## src/rtl/xact_pkg.sv

```systemverilog
package xact_pkg;

    typedef enum logic [1:0] {
        OP_READ    = 2'd0,
        OP_WRITE   = 2'd1,
        OP_RST_ON  = 2'd2,
        OP_RST_OFF = 2'd3
    } op_e;

    typedef enum logic [1:0] {
        RT_WACK  = 2'd0,
        RT_RDATA = 2'd1,
        RT_IRQ   = 2'd2
    } rsp_type_e;

    typedef enum logic [2:0] {
        ST_IDLE,
        ST_FREEZE_IN,
        ST_ADDR,
        ST_DATA,
        ST_FREEZE_OUT,
        ST_REPLY,
        ST_IRQ_SEND
    } xact_state_e;

endpackage

```

## src/rtl/xact_req_latch.sv

```systemverilog
module xact_req_latch
    import xact_pkg::*;
#(
    parameter int ADDR_W = 32,
    parameter int DATA_W = 32,
    localparam int REQ_W = 2 + ADDR_W + DATA_W
) (
    input  logic              clk,
    input  logic              rst_n,
    input  logic              load,
    input  logic [REQ_W-1:0]  req_msg,
    output op_e               op_q,
    output logic [ADDR_W-1:0] addr_q,
    output logic [DATA_W-1:0] wdata_q
);

    // Field split of an incoming request: op on top, data at the bottom.
    logic [1:0]        op_f;
    logic [ADDR_W-1:0] addr_f;
    logic [DATA_W-1:0] wdata_f;

    always_comb begin
        op_f    = req_msg[REQ_W-1 -: 2];
        addr_f  = req_msg[DATA_W +: ADDR_W];
        wdata_f = req_msg[DATA_W-1:0];
    end

    always_ff @(posedge clk or negedge rst_n) begin
        if (!rst_n) begin
            op_q    <= OP_READ;
            addr_q  <= '0;
            wdata_q <= '0;
        end else if (load) begin
            op_q    <= op_e'(op_f);
            addr_q  <= addr_f;
            wdata_q <= wdata_f;
        end
    end

endmodule

```

## src/rtl/xact_irq_tracker.sv

```systemverilog
module xact_irq_tracker #(
    parameter int CNT_W = 4
) (
    input  logic clk,
    input  logic rst_n,
    input  logic irq_in,
    input  logic take,
    output logic pending
);

    localparam logic [CNT_W-1:0] CNT_MAX = {CNT_W{1'b1}};

    logic             irq_prev_q;
    logic             edge_seen;
    logic [CNT_W-1:0] cnt_q;

    assign edge_seen = irq_in && !irq_prev_q;
    assign pending   = (cnt_q != '0);

    always_ff @(posedge clk or negedge rst_n) begin
        if (!rst_n) begin
            irq_prev_q <= 1'b0;
            cnt_q      <= '0;
        end else begin
            irq_prev_q <= irq_in;
            unique case ({edge_seen, take})
                2'b10:   if (cnt_q != CNT_MAX) cnt_q <= cnt_q + 1'b1;
                2'b01:   cnt_q <= cnt_q - 1'b1;
                default: cnt_q <= cnt_q;
            endcase
        end
    end

    AST_IRQ_LATCHED: assert property (@(posedge clk) disable iff (!rst_n)
        $rose(irq_in) |=> pending);

    AST_TAKE_NONEMPTY: assert property (@(posedge clk) disable iff (!rst_n)
        take |-> pending);

endmodule

```

## src/rtl/xact_rsp_builder.sv

```systemverilog
module xact_rsp_builder
    import xact_pkg::*;
#(
    parameter int DATA_W = 32,
    localparam int RSP_W = 2 + DATA_W
) (
    input  logic              clk,
    input  logic              rst_n,
    input  logic              cap_rdata,
    input  logic [DATA_W-1:0] bus_rdata,
    input  logic              load_rsp,
    input  logic              is_read,
    input  logic              load_irq,
    input  logic              rsp_valid,
    input  logic              rsp_ready,
    output logic [RSP_W-1:0]  rsp_msg
);

    rsp_type_e         type_q;
    logic [DATA_W-1:0] data_q;

    always_ff @(posedge clk or negedge rst_n) begin
        if (!rst_n) begin
            type_q <= RT_WACK;
            data_q <= '0;
        end else if (load_irq) begin
            type_q <= RT_IRQ;
            data_q <= '0;
        end else if (load_rsp) begin
            type_q <= is_read ? RT_RDATA : RT_WACK;
            if (!is_read) data_q <= '0;
        end else if (cap_rdata) begin
            data_q <= bus_rdata;
        end
    end

    assign rsp_msg = {type_q, data_q};

    AST_RSP_HOLD: assert property (@(posedge clk) disable iff (!rst_n)
        (rsp_valid && !rsp_ready) |=> (rsp_valid && $stable(rsp_msg)));

endmodule

```

## src/rtl/xact_ctrl_fsm.sv

```systemverilog
module xact_ctrl_fsm
    import xact_pkg::*;
(
    input  logic clk,
    input  logic rst_n,
    input  logic req_valid,
    output logic req_ready,
    input  op_e  op_q,
    input  logic irq_pending,
    input  logic clk_stop_ack,
    input  logic bus_ready,
    input  logic rsp_ready,
    output logic load_req,
    output logic load_irq,
    output logic load_rsp,
    output logic cap_rdata,
    output logic irq_take,
    output logic bus_sel,
    output logic bus_enable,
    output logic clk_stop_req,
    output logic rsp_valid,
    output logic dut_rst_n
);

    xact_state_e state_q, state_d;
    logic        rst_set, rst_clr;

    // State register
    always_ff @(posedge clk or negedge rst_n) begin
        if (!rst_n) state_q <= ST_IDLE;
        else        state_q <= state_d;
    end

    // Next state and one-cycle control strobes
    always_comb begin
        state_d   = state_q;
        load_req  = 1'b0;
        load_irq  = 1'b0;
        load_rsp  = 1'b0;
        cap_rdata = 1'b0;
        irq_take  = 1'b0;
        rst_set   = 1'b0;
        rst_clr   = 1'b0;
        unique case (state_q)
            ST_IDLE: begin
                if (irq_pending) begin
                    state_d  = ST_IRQ_SEND;
                    load_irq = 1'b1;
                end else if (req_valid) begin
                    state_d  = ST_FREEZE_IN;
                    load_req = 1'b1;
                end
            end
            ST_FREEZE_IN: begin
                if (clk_stop_ack) begin
                    if (op_q == OP_READ || op_q == OP_WRITE) begin
                        state_d = ST_ADDR;
                    end else begin
                        state_d = ST_FREEZE_OUT;
                        rst_set = (op_q == OP_RST_ON);
                        rst_clr = (op_q == OP_RST_OFF);
                    end
                end
            end
            ST_ADDR: state_d = ST_DATA;
            ST_DATA: begin
                if (bus_ready) begin
                    state_d   = ST_FREEZE_OUT;
                    cap_rdata = (op_q == OP_READ);
                end
            end
            ST_FREEZE_OUT: begin
                if (clk_stop_ack) begin
                    state_d  = ST_REPLY;
                    load_rsp = 1'b1;
                end
            end
            ST_REPLY: begin
                if (rsp_ready) state_d = ST_IDLE;
            end
            ST_IRQ_SEND: begin
                if (rsp_ready) begin
                    state_d  = ST_IDLE;
                    irq_take = 1'b1;
                end
            end
            default: state_d = ST_IDLE;
        endcase
    end

    // Moore outputs
    always_comb begin
        req_ready    = (state_q == ST_IDLE) && !irq_pending;
        bus_sel      = (state_q == ST_ADDR) || (state_q == ST_DATA);
        bus_enable   = (state_q == ST_DATA);
        clk_stop_req = (state_q == ST_FREEZE_IN) || (state_q == ST_FREEZE_OUT);
        rsp_valid    = (state_q == ST_REPLY) || (state_q == ST_IRQ_SEND);
    end

    // Side-band reset to the design, held asserted after block reset
    always_ff @(posedge clk or negedge rst_n) begin
        if (!rst_n)       dut_rst_n <= 1'b0;
        else if (rst_set) dut_rst_n <= 1'b0;
        else if (rst_clr) dut_rst_n <= 1'b1;
    end

    AST_NO_BUS_FROZEN: assert property (@(posedge clk) disable iff (!rst_n)
        clk_stop_req |-> !bus_sel);

    AST_ADDR_ONE_CYCLE: assert property (@(posedge clk) disable iff (!rst_n)
        $rose(bus_sel) |=> (bus_sel && bus_enable));

    AST_FREEZE_WAIT: assert property (@(posedge clk) disable iff (!rst_n)
        (clk_stop_req && !clk_stop_ack) |=> (clk_stop_req && !rsp_valid));

    AST_ONE_OUTSTANDING: assert property (@(posedge clk) disable iff (!rst_n)
        rsp_valid |-> !req_ready);

    AST_RST_NO_BUS: assert property (@(posedge clk) disable iff (!rst_n)
        !$stable(dut_rst_n) |-> !bus_sel);

endmodule

```

## src/rtl/msg_bus_xactor.sv

```systemverilog
module msg_bus_xactor
    import xact_pkg::*;
#(
    parameter int ADDR_W    = 32,
    parameter int DATA_W    = 32,
    parameter int IRQ_CNT_W = 4,
    localparam int REQ_W    = 2 + ADDR_W + DATA_W,
    localparam int RSP_W    = 2 + DATA_W
) (
    input  logic              clk,
    input  logic              rst_n,
    input  logic              req_valid,
    output logic              req_ready,
    input  logic [REQ_W-1:0]  req_msg,
    output logic              rsp_valid,
    input  logic              rsp_ready,
    output logic [RSP_W-1:0]  rsp_msg,
    output logic              clk_stop_req,
    input  logic              clk_stop_ack,
    output logic              bus_sel,
    output logic              bus_enable,
    output logic              bus_write,
    output logic [ADDR_W-1:0] bus_addr,
    output logic [DATA_W-1:0] bus_wdata,
    input  logic [DATA_W-1:0] bus_rdata,
    input  logic              bus_ready,
    output logic              dut_rst_n,
    input  logic              dut_irq
);

    op_e               op_q;
    logic [ADDR_W-1:0] addr_q;
    logic [DATA_W-1:0] wdata_q;
    logic load_req, load_irq, load_rsp, cap_rdata, irq_take, irq_pending;

    xact_req_latch #(.ADDR_W(ADDR_W), .DATA_W(DATA_W)) u_latch (
        .clk(clk), .rst_n(rst_n), .load(load_req), .req_msg(req_msg),
        .op_q(op_q), .addr_q(addr_q), .wdata_q(wdata_q)
    );

    xact_ctrl_fsm u_fsm (
        .clk(clk), .rst_n(rst_n), .req_valid(req_valid), .req_ready(req_ready),
        .op_q(op_q), .irq_pending(irq_pending), .clk_stop_ack(clk_stop_ack),
        .bus_ready(bus_ready), .rsp_ready(rsp_ready), .load_req(load_req),
        .load_irq(load_irq), .load_rsp(load_rsp), .cap_rdata(cap_rdata),
        .irq_take(irq_take), .bus_sel(bus_sel), .bus_enable(bus_enable),
        .clk_stop_req(clk_stop_req), .rsp_valid(rsp_valid), .dut_rst_n(dut_rst_n)
    );

    xact_irq_tracker #(.CNT_W(IRQ_CNT_W)) u_irq (
        .clk(clk), .rst_n(rst_n), .irq_in(dut_irq), .take(irq_take),
        .pending(irq_pending)
    );

    xact_rsp_builder #(.DATA_W(DATA_W)) u_rsp (
        .clk(clk), .rst_n(rst_n), .cap_rdata(cap_rdata), .bus_rdata(bus_rdata),
        .load_rsp(load_rsp), .is_read(op_q == OP_READ), .load_irq(load_irq),
        .rsp_valid(rsp_valid), .rsp_ready(rsp_ready), .rsp_msg(rsp_msg)
    );

    assign bus_addr  = addr_q;
    assign bus_wdata = wdata_q;
    assign bus_write = bus_sel && (op_q == OP_WRITE);

    AST_DATA_HOLD: assert property (@(posedge clk) disable iff (!rst_n)
        (bus_enable && !bus_ready) |=> (bus_enable && $stable(bus_addr) && $stable(bus_write)));

    AST_TAKE_IDLE: assert property (@(posedge clk) disable iff (!rst_n)
        (req_valid && req_ready) |=> (clk_stop_req && !bus_sel));

endmodule

```

## config.mk

```make
export PLATFORM = sky130hd
export DESIGN_NAME = msg_bus_xactor
export DESIGN_NICKNAME = d
export VERILOG_FILES = /design/src/rtl/xact_pkg.sv /design/src/rtl/xact_req_latch.sv /design/src/rtl/xact_irq_tracker.sv /design/src/rtl/xact_rsp_builder.sv /design/src/rtl/xact_ctrl_fsm.sv /design/src/rtl/msg_bus_xactor.sv
export SDC_FILE = /design/constraint.sdc
export NUM_CORES = 1
export LEC_CHECK = 0
export ABC_CLOCK_PERIOD_IN_PS = 2600
export BUFFER_PORTS_ARGS = -buffer_cell sky130_fd_sc_hd__buf_4
export CORE_MARGIN = 4
export CORE_UTILIZATION = 30
export CTS_BUF_LIST = sky130_fd_sc_hd__clkbuf_2 sky130_fd_sc_hd__clkbuf_4 sky130_fd_sc_hd__clkbuf_8
export DETAILED_ROUTE_END_ITERATION = 10
export PLACE_DENSITY = 0.54
export SLEW_MARGIN = 10
export SYNTH_ARGS = -nofsm -noshare
export SYNTH_HDL_FRONTEND = slang
export SYNTH_SLANG_ARGS = --single-unit
```

## constraint.sdc

```tcl
create_clock -name clk -period 2.6 [get_ports clk]
set_input_delay 0.52 -clock clk [delete_from_list [all_inputs] [get_ports clk]]
set_output_delay 0.52 -clock clk [all_outputs]
set_load 0.01 [all_outputs]
```

After elaboration in Yosys (flattened, before gate mapping)
Index checks and enable logic that the tools add are counted.
{"block": "word_totals", "register_bits": 109, "inputBits": 105}
{"block": "classes", "addsub": 2, "eq_ne": 19, "mux": 36, "reduce_logical": 20}
{"cell": "$mux 32", "n": 4}
{"cell": "$mux 3", "n": 7}
{"cell": "$mux 1", "n": 20}
{"cell": "$pmux 3 s6", "n": 1}
{"cell": "$eq 3x3->1 const B", "n": 3}
{"cell": "$pmux 4 s2", "n": 1}
{"cell": "$eq 2x2->1 const B", "n": 3}
{"cell": "$eq 3x2->1 const B", "n": 2}
{"cell": "$ne 2x1->1 const B", "n": 3}
{"cell": "$reduce_bool 2->1", "n": 3}
{"cell": "$reduce_and 5->1", "n": 1}
{"cell": "$add 4x1->4 const B", "n": 1}
{"cell": "$eq 2x1->1 const B", "n": 2}
{"cell": "$logic_or 1x1->1", "n": 4}
{"cell": "$mux 2", "n": 2}
{"cell": "$mux 4", "n": 1}
{"cell": "$ne 2x2->1 const B", "n": 2}
{"cell": "$ne 4x4->1 const B", "n": 1}
{"cell": "$reduce_and 2->1", "n": 2}
{"cell": "$reduce_bool 4->1", "n": 1}
{"cell": "$sub 4x1->4 const B", "n": 1}
{"cell": "$eq 3x1->1 const B", "n": 1}
{"cell": "$logic_and 1x1->1", "n": 3}
{"cell": "$logic_not 3->1", "n": 1}
{"cell": "6 further kinds", "n": 7}

Logic depth before layout (Yosys ltp)
Gate-level depths: netlist of the first run.
{"block": "depth", "ltp_word": 7, "mapped_depth": 8, "mapped_depth_nobuf": 7}

By module
From an unflattened synthesis of the first run, not the netlist that was laid out.
{"block": "hier_totals", "hier_cells": 366, "hier_area_um2": 4949.7}
{"mod": "xact_req_latch", "n_inst": 1, "cells_each": 139, "area_each_um2": 2611.3}
{"mod": "xact_rsp_builder", "n_inst": 1, "cells_each": 151, "area_each_um2": 1655.3}
{"mod": "xact_ctrl_fsm", "n_inst": 1, "cells_each": 47, "area_each_um2": 374.1}
{"mod": "xact_irq_tracker", "n_inst": 1, "cells_each": 27, "area_each_um2": 296.5}
{"mod": "msg_bus_xactor", "n_inst": 1, "cells_each": 2, "area_each_um2": 12.5}

Worst setup path after synthesis of the first run
Ideal clock, no wire load.
{"block": "synth_timing", "path_kind": "reg2reg", "startpoint": "register u_irq.cnt_q[0]", "endpoint": "register u_latch.addr_q[10]", "arrival_time_ns": 1.960, "required_ns": 2.475, "path_slack_ns": 0.515, "path_stages_with_launch": 8, "path_cell_list": "dfrtp_1 > or4_1 > buf_2 > nor3_4 > nand2_1 > buf_6 > buf_6 > mux2_4"}
{"block": "synth_via", "elab_chain_len": 3}
{"item": "from (decl)", "line": "xact_irq_tracker.sv:15", "rtl": "logic [CNT_W-1:0] cnt_q;"}
{"item": "from (signal assigned)", "line": "xact_irq_tracker.sv:27", "rtl": "2'b10: if (cnt_q != CNT_MAX) cnt_q <= cnt_q + 1'b1;"}
{"item": "from (signal assigned)", "line": "xact_irq_tracker.sv:28", "rtl": "2'b01: cnt_q <= cnt_q - 1'b1;"}
{"item": "from (signal assigned)", "line": "xact_irq_tracker.sv:29", "rtl": "default: cnt_q <= cnt_q;"}
{"item": "$reduce_bool 4->1", "line": "xact_irq_tracker.sv:18", "rtl": "assign pending = (cnt_q != '0);"}
{"item": "$mux 1", "line": "xact_ctrl_fsm.sv:46", "rtl": "if (irq_pending) begin"}
{"item": "$mux 1", "line": "xact_ctrl_fsm.sv:44", "rtl": "unique case (state_q)"}
{"item": "to (signal assigned)", "line": "xact_req_latch.sv:35", "rtl": "addr_q <= addr_f;"}
{"item": "to (decl)", "line": "xact_req_latch.sv:13", "rtl": "output logic [ADDR_W-1:0] addr_q,"}
No other way between the ends.
A chain may end at the register's enable or synchronous reset.

Worst setup path after layout of the first run
{"block": "layout_timing", "startpoint": "register u_irq.cnt_q[0]", "endpoint": "output req_ready"}
{"block": "layout_via", "elab_chain_len": 3}
{"item": "$reduce_bool 4->1", "line": "xact_irq_tracker.sv:18"}
{"item": "$logic_not 1->1", "line": "xact_ctrl_fsm.sv:93", "rtl": "req_ready = (state_q == ST_IDLE) && !irq_pending;"}
{"item": "$logic_and 1x1->1", "line": "xact_ctrl_fsm.sv:93"}
{"item": "to (decl)", "line": "msg_bus_xactor.sv:13", "rtl": "output logic req_ready,"}
No other way between the ends.

==> run_results.csv, run 1 <==
group,metric,value,unit
timing,hold_ws,77.5,ps
finish,areaGrowthSynthToFinish,44.1,%
clocking,clk_pin_slew_worst_paths,100,ps
synthesis,yosysSeqAreaShare,60.0,%
placement,detailed_place_hpwl,9470,um
finish,finalNonFillerCells,705,
synthesis,netlist_area,0.00454,sq mm
clocking,cts_hold_buffers,0,
finish,multi_input_comb_area,0.00169,sq mm
routing,antenna_left,0,
setup_path,cpPeakStageDelay,690,ps
setup_path,critPathLaunchType,"flop",
clocking,clk_latency,380,ps
routing,route.detailed.drc,0,
floorplan,start_util,30.9,%
timing,hold_viol_final,0,
timing,clock_skew,17.5,ps
global_routing,overflow,0,
finish,final_nets,622,
timing,rsz0062_at_grt,"false",
setup_path,r2r_cells,5,
synthesis,syn_avg_cell_area,14.8,sq um
clocking,htreeDepth,3,
clocking,cts_resized,0,
global_routing,grt_pass1_wl,19300,um
clocking,post_cts_buffers,0,
setup_path,critPathTopFamily,"simple AND/OR/NAND/NOR gates",
setup_path,cp.required,2080,ps
synthesis,synth-warning-count,0,
routing,wl_per_cell,17.8,um
setup_path,cp-end-kind,"output pin",
power,leakagePower,3.51,nW
outcome,outcome,"complete, no violations",
setup_path,worstSetupPathType,"reg2out",
floorplan,ios,210,
global_routing,grt_antenna_before_repair,0,
routing,drtPass1Iterations,4,
clocking,cts_buffers,9,
placement,dp_cells,689,
clocking,cts_root_buf,"clkbuf_8",
clocking,cts_tree,"done",
setup_path,worstPathMaxFanout,9,
finish,num_antenna_cells,0,
placement,place_area,0.00634,sq mm
timing,worst-slew-pin-transition,521,ps
routing,first_iter_violations,118,
synthesis,synth_cell_types,41,
floorplan,fp.dieH,131,um
routing,drt_wl_total,12600,um
flow_run,cap_violations,0,
setup_path,cp.buffers_inverters,1,
synthesis,synth_area_leaders,"dfrtp_1 60%, mux2_4 13%, mux2_2 6.9%",
power,p_per_area,1080,mW/mm^2
clocking,clockBufferDepth,2,
min_path,hold_class,"in2async",
global_routing,grt_pass1_vias,3590,
setup_path,slowest_stage,"or4_1",
floorplan,rows,44,
synthesis,synth_seq_cells,109,
placement,gp_congestion,0.743,
timing,slew_headroom,65.2,%
timing,slew_viol_final,0,
clocking,cts_sinks,109,
finish,ff_latch_area,0.00273,sq mm
synthesis,syn-num-nets,414,
floorplan,coreArea,0.0147,sq mm
routing,routed_via_density,4.75,
finish,drive_above_1_share,58.9,%
synthesis,synth_cells,308,
synthesis,yosysTopAreaCell,"dfrtp_1",
timing,fmax,406,MHz
setup_path,crit_chain,"or4_1 > nor3_4 > buf_4",
timing,post-route-period-util,94.6,%
setup_path,arrival,1940,ps
synthesis,async_flop_share,100,%
floorplan,fp.dieW,131,um
finish,nFillCells,1370,
setup_path,path_depth,3,
synthesis,synth_top_cell_area_share,60.0,%
floorplan,die_area,0.0172,sq mm
timing,timing.final.crit_period,2460,ps
placement,portBuffers,209,
power,peakVddDrop,0.472,mV
finish,utilization,44.6,%
global_routing,grt_use_total,14.5,%
finish,fin_area,0.00655,sq mm
synthesis,synth-edff-count,0,
timing,setup_viol,0,
timing,tns,0,ps
synthesis,ys.flop_type,"dfrtp_1",
global_routing,grt_max_degree,47,
routing,via_count,3351,
[path summary, 6_finish.rpt]
path	startpoint	slack, ps	endpoint
worst max-delay path	u_irq.cnt_q[0]$_DFFE_PN0P_	140	req_ready
worst min-delay path	rst_n	80	u_latch.addr_q[21]$_DFFE_PN0P_
worst max register to register	u_irq.cnt_q[0]$_DFFE_PN0P_	290	u_latch.wdata_q[4]$_DFFE_PN0P_
worst min register to register	u_rsp.data_q[29]$_DFFE_PN0P_	510	u_rsp.data_q[29]$_DFFE_PN0P_
max in group asynchronous	rst_n	1710	u_rsp.data_q[21]$_DFFE_PN0P_
min in group clk	dut_irq	250	u_irq.irq_prev_q$_DFF_PN0_
[area by class of cell]
class | instances | share of cell area [%]
Tap cell | 184 | 3.52
Sequential cell | 109 | 41.7
Clock buffer | 10 | 2.10
Multi-Input combinational cell | 176 | 25.8
Inverter | 2 | 0.115
Clock inverter | 6 | 1.05
Timing Repair Buffer | 218 | 25.8
[power by group]
group | total, mW | switching [mW] | internal, mW
Sequential | 2.92 | 0.509 | 2.41
Combinational | 3.11 | 1.31 | 1.81
Clock | 1.07 | 0.592 | 0.479
[state kept, by name (all words and copies together), names as in the netlist]
| register | cells |
|---|---|
| u_latch.addr_q | 32 |
| u_latch.wdata_q | 32 |
| u_rsp.data_q | 32 |
| u_irq.cnt_q | 4 |
| u_fsm.state_q | 3 |
| u_latch.op_q | 2 |
| u_rsp.type_q | 2 |
| u_fsm.dut_rst_n | 1 |
| u_irq.irq_prev_q | 1 |
[logic make-up after synthesis]
group	synth area share, %
xor+xnor	0.386
simple gates	6.36
flops	60.0
buf+inv	2.95
fa+ha+maj	0.275
mux	20.2
compound gates	9.86
[synth_stat cells (3+ instances only)]
cell / count
dfrtp_1: 109
mux2_4: 40
a22o_1: 33
mux2_2: 28
nand2_1: 11
buf_2: 8
clkbuf_1: 8
o21ai_0: 7
nand3_1: 6
buf_6: 5
a31oi_1: 4
a21oi_1: 3
and2_1: 3
nand2b_1: 3
nor2b_1: 3
nor3_1: 3
[routing by layer]
layer / GRT usage, % / share of wire [%]
met2: 22.8 / 49
met3: 5.59 / 9.2
met4: 5.87 / 2.8
met5: 0 / 0
met1: 18.0 / 39
[stage by stage]
step	worst slack [ps]	total power, mW
4_1_cts	96.0	7.24
3_5_place_dp	305	6.11
3_3_place_gp	368	6.04
5_1_grt	33.7	7.63
6_report	140	7.10
2_1_floorplan	515	4.44
[cells in the final DEF (no fill, tap or decap), types with 3 or more instances in the layout]
cell type and instances:
buf_4 214, dfrtp_1 109, mux2_4 40, a22o_1 33, mux2_2 28, nand2_1 10, clkbuf_8 10, o21ai_0 7
nand3_1 6, a31oi_1 4, buf_12 4, nor2b_1 3, and2_1 3, nand2b_1 3, a21oi_1 3, nor3_1 3
(Power assumes the default switching activity.)
==> inputs of run 2 (changes only) <==
Settings changed: CORE_ASPECT_RATIO from default to 1.75, CORE_UTILIZATION 30 to 48, PLACE_DENSITY 0.54 to 0.81.
==> run_results.csv, run 2 (synthesized netlist as in run 1, its figures left out) <==
group,metric,value,unit
placement,gp_congestion,0.862,
clocking,cts_tree,"done",
setup_path,slowest_stage,"or4_1",
setup_path,cp.buffers_inverters,1,
clocking,htreeDepth,3,
setup_path,cp.required,2080,ps
routing,drt_wl_total,11800,um
timing,setup_viol,0,
finish,layout_common_cells,"214 x buf_4, 109 x dfrtp_1, 40 x mux2_4",
clocking,clk_latency,380,ps
clocking,cts_root_buf,"clkbuf_8",
routing,wl_per_cell,18.5,um
finish,areaGrowthSynthToFinish,42.5,%
timing,timing.final.crit_period,2460,ps
timing,fmax,406,MHz
power,peakVddDrop,0.584,mV
finish,final_common_cell,"buf_4",
power,p_per_area,1120,mW/mm^2
timing,post-route-period-util,94.7,%
placement,portBuffers,209,
global_routing,grt_use_total,20.9,%
clocking,cts_sinks,109,
floorplan,fp.dieH,137,um
setup_path,cpPeakStageDelay,700,ps
setup_path,worstPathMaxFanout,9,
timing,tns,0,ps
clocking,clockBufferDepth,2,
finish,num_antenna_cells,0,
placement,place_area,0.00624,sq mm
routing,antenna_left,0,
finish,utilization,70.8,%
routing,route.detailed.drc,0,
setup_path,critPathLaunchType,"flop",
finish,reg.largest.list,"u_latch.addr_q x32, u_latch.wdata_q x32, u_rsp.data_q x32",
clocking,cts_resized,0,
routing,routed_via_density,5.30,
floorplan,start_util,49.7,%
global_routing,grt_max_degree,59,
floorplan,fp.dieW,81.6,um
finish,nFillCells,623,
floorplan,rows,46,
power,leakagePower,3.51,nW
setup_path,worstSetupPathType,"reg2out",
global_routing,grt_pass1_vias,3551,
global_routing,grt_pass1_wl,17600,um
power,power.total,7.22,mW
global_routing,overflow,0,
floorplan,ios,210,
timing,hold_viol_final,0,
global_routing,grt_antenna_before_repair,0,
outcome,outcome,"complete, no violations",
finish,fin_area,0.00647,sq mm
finish,finalNonFillerCells,640,
placement,dp_cells,624,
timing,setup_slack,138,ps
setup_path,crit_chain,"or4_1 > nor3_4 > buf_4",
routing,first_iter_violations,104,
routing,via_count,3393,
floorplan,die_area,0.0111,sq mm
min_path,hold_class,"in2async",
timing,slew_headroom,55.2,%
flow_run,cap_violations,0,
floorplan,coreArea,0.00915,sq mm
timing,rsz0062_at_grt,"false",
timing,slew_viol_final,0,
finish,final_nets,621,
setup_path,arrival,1940,ps
routing,drtPass1Iterations,4,
timing,clock_skew,10.6,ps
clocking,clk_pin_slew_worst_paths,100,ps
finish,drive_above_1_share,58.8,%
timing,hold_ws,161,ps
setup_path,critPathTopFamily,"simple AND/OR/NAND/NOR gates",
clocking,cts_hold_buffers,0,
timing,worst-slew-pin-transition,672,ps
clocking,post_cts_buffers,0,
placement,place_ws,382,ps
setup_path,cp-end-kind,"output pin",
clocking,cts_buffers,9,
placement,detailed_place_hpwl,9000,um
## run 2: worst reg2reg max path, cell delays in order (launching register included)
cell and delay, ps:
dfrtp_1 480, or4_1 700, a22oi_1 240, o21a_1 330, buf_12 220, a22o_1 160
## run 2: path summary, 6_finish.rpt
kind	end	slack (ps)	cells past startpoint	startpoint
setup / recovery	req_ready	140	3	u_irq.cnt_q[0]$_DFFE_PN0P_
hold / removal	u_latch.addr_q[25]$_DFFE_PN0P_	160	1	rst_n
setup reg to reg	u_rsp.data_q[13]$_DFFE_PN0P_	420	5	u_irq.cnt_q[0]$_DFFE_PN0P_
hold reg to reg	u_rsp.data_q[6]$_DFFE_PN0P_	510	1	u_rsp.data_q[6]$_DFFE_PN0P_
max in group asynchronous	u_latch.addr_q[28]$_DFFE_PN0P_	1680	2	rst_n
min in group clk	u_irq.irq_prev_q$_DFF_PN0_	250	1	dut_irq
## run 2: cell type report
| cell class | instances | area [sq um] | share of cell area, % |
|---|---|---|---|
| well taps | 120 | 150 | 2.32 |
| multi-input cells | 176 | 1690 | 26.1 |
| repair buffers | 217 | 1670 | 25.7 |
| clock buffers | 9 | 124 | 1.91 |
| flip-flops and latches | 109 | 2730 | 42.1 |
| clock inverters | 7 | 109 | 1.68 |
| inverters | 2 | 7.51 | 0.116 |
## run 2: power breakdown
group          internal, mW  switching (mW)  total, mW  leakage (nW)
Clock                 0.555           0.601       1.16         0.109
Combinational          1.83            1.35       3.18          1.96
Sequential             2.41           0.480       2.89          1.44
## run 2: routing by layer
metal / track usage (%) / up-vias / share of wire, %
li1: - / 1540 / -
met1: 22.8 / 1672 / 36
met4: 8.93 / 0 / 2.3
met5: 0 / - / 0
met2: 36.3 / 163 / 52
met3: 6.79 / 18 / 9.5
==> inputs of run 3 (changes only) <==
Settings changed: BUFFER_PORTS_ARGS -buffer_cell sky130_fd_sc_hd__buf_4 to default, CORE_UTILIZATION 48 to 65, DONT_BUFFER_PORTS from default to 1, PLACE_DENSITY 0.81 to 0.8.
==> run_results.csv, run 3 (synthesized netlist as in run 1, its figures left out) <==
group,metric,value,unit
clocking,clk_latency,360,ps
routing,antenna_left,0,
routing,routed_via_density,6.59,
timing,fmax,431,MHz
floorplan,start_util,66.3,%
setup_path,worstSetupPathType,"reg2out",
global_routing,grt_antenna_before_repair,0,
setup_path,worstPathMaxFanout,9,
power,leakagePower,2.45,nW
routing,via_count,2590,
clocking,clockBufferDepth,2,
power,peakVddDrop,0.749,mV
timing,worst-slew-pin-transition,545,ps
finish,layout_common_cells,"109 x dfrtp_1, 40 x mux2_4, 33 x a22o_1",
placement,gp_congestion,0.793,
routing,drt_wl_total,9380,um
timing,clock_skew,11.3,ps
timing,timing.final.crit_period,2320,ps
finish,final_common_cell,"dfrtp_1",
global_routing,grt_use_total,21.7,%
clocking,clk_pin_slew_worst_paths,100,ps
routing,drtPass1Iterations,4,
power,p_per_area,1240,mW/mm^2
finish,utilization,70.5,%
floorplan,ios,210,
clocking,cts_tree,"done",
routing,wl_per_cell,23.9,um
routing,first_iter_violations,187,
clocking,cts_sinks,109,
finish,final_nets,411,
clocking,htreeDepth,3,
timing,slew_headroom,63.6,%
timing,hold_viol_final,109,
floorplan,rows,40,
timing,post-route-period-util,89.3,%
floorplan,fp.dieH,119,um
floorplan,fp.dieW,71.2,um
timing,tns,0,ps
clocking,cts_buffers,9,
setup_path,cp-end-kind,"output pin",
setup_path,cp.required,2080,ps
outcome,outcome,"finished with violations",
global_routing,grt_max_degree,110,
timing,slew_viol_final,0,
finish,num_antenna_cells,0,
timing,hold_ws,-166,ps
clocking,cts_root_buf,"clkbuf_8",
timing,rsz0062_at_grt,"false",
global_routing,grt_pass1_wl,14200,um
floorplan,die_area,0.00845,sq mm
finish,reg.largest.list,"u_latch.addr_q x32, u_latch.wdata_q x32, u_rsp.data_q x32",
setup_path,critPathLaunchType,"flop",
clocking,post_cts_buffers,0,
finish,areaGrowthSynthToFinish,6.31,%
placement,portBuffers,0,
global_routing,grt_pass1_vias,2674,
finish,drive_above_1_share,30.7,%
min_path,hold_class,"in2async",
timing,setup_viol,0,
global_routing,overflow,0,
placement,detailed_place_hpwl,6700,um
floorplan,coreArea,0.00686,sq mm
flow_run,cap_violations,0,
setup_path,arrival,1800,ps
routing,route.detailed.drc,0,
outcome,violations,"hold timing",
clocking,cts_resized,0,
## run 3: worst paths after layout
kind | from | to | slack (ps) | cells past startpoint
max in group asynchronous | rst_n | u_fsm.state_q[2]$_DFFE_PN0P_ | 2590 | 0
max reg2reg | u_irq.cnt_q[0]$_DFFE_PN0P_ | u_latch.addr_q[23]$_DFFE_PN0P_ | 370 | 5
max | u_irq.cnt_q[0]$_DFFE_PN0P_ | req_ready | 280 | 2
min | rst_n | u_latch.addr_q[26]$_DFFE_PN0P_ | -170 | 0
min in group clk | dut_irq | u_irq.irq_prev_q$_DFF_PN0_ | 180 | 0
min reg2reg | u_rsp.data_q[2]$_DFFE_PN0P_ | u_rsp.data_q[2]$_DFFE_PN0P_ | 570 | 1
## run 3: final cells by class
class,instances,area [sq um]
timing repair buffer,7,65.1
clock buffer,9,124
sequential,109,2730
fill,450,2030
tap,84,105
clock inverter,6,111
multi-input combinational,176,1690
inverter,2,7.51
## run 3: report_power, final
| part | total [mW] | leakage (nW) | switching (mW) | internal [mW] |
|---|---|---|---|---|
| Sequential | 3.37 | 1.44 | 0.955 | 2.41 |
| Clock | 1.17 | 0.116 | 0.535 | 0.636 |
| Combinational | 1.48 | 0.889 | 0.605 | 0.872 |
## run 3: stage by stage
step | hold slack (ps) | setup slack, ps | instances | cell area [sq um] | power [mW]
after floorplan | 224 | 515 | 308 | 4540 | 4.44
after global placement | 227 | 450 | 378 | 4600 | 4.78
after detailed placement | 227 | 387 | 378 | 4600 | 4.87
after CTS | -186 | 249 | 393 | 4830 | 6.05
after global routing | -189 | 196 | 393 | 4830 | 6.35
final | -166 | 277 | 393 | 4830 | 6.01
## run 3: layer usage
| layer | track usage (%) | part of all wire [%] | vias to the layer above |
|---|---|---|---|
| met3 | 9.79 | 13 | 14 |
| met4 | 8.47 | 2.1 | 0 |
| met2 | 33.8 | 48 | 179 |
| met5 | 0 | 0 | - |
| met1 | 26.1 | 37 | 1281 |
| li1 | - | - | 1116 |
## run 3: critical path, stage by stage (launching register included)
cell and delay, ps:
dfrtp_1 470, or4_1 690, nor3_4 300
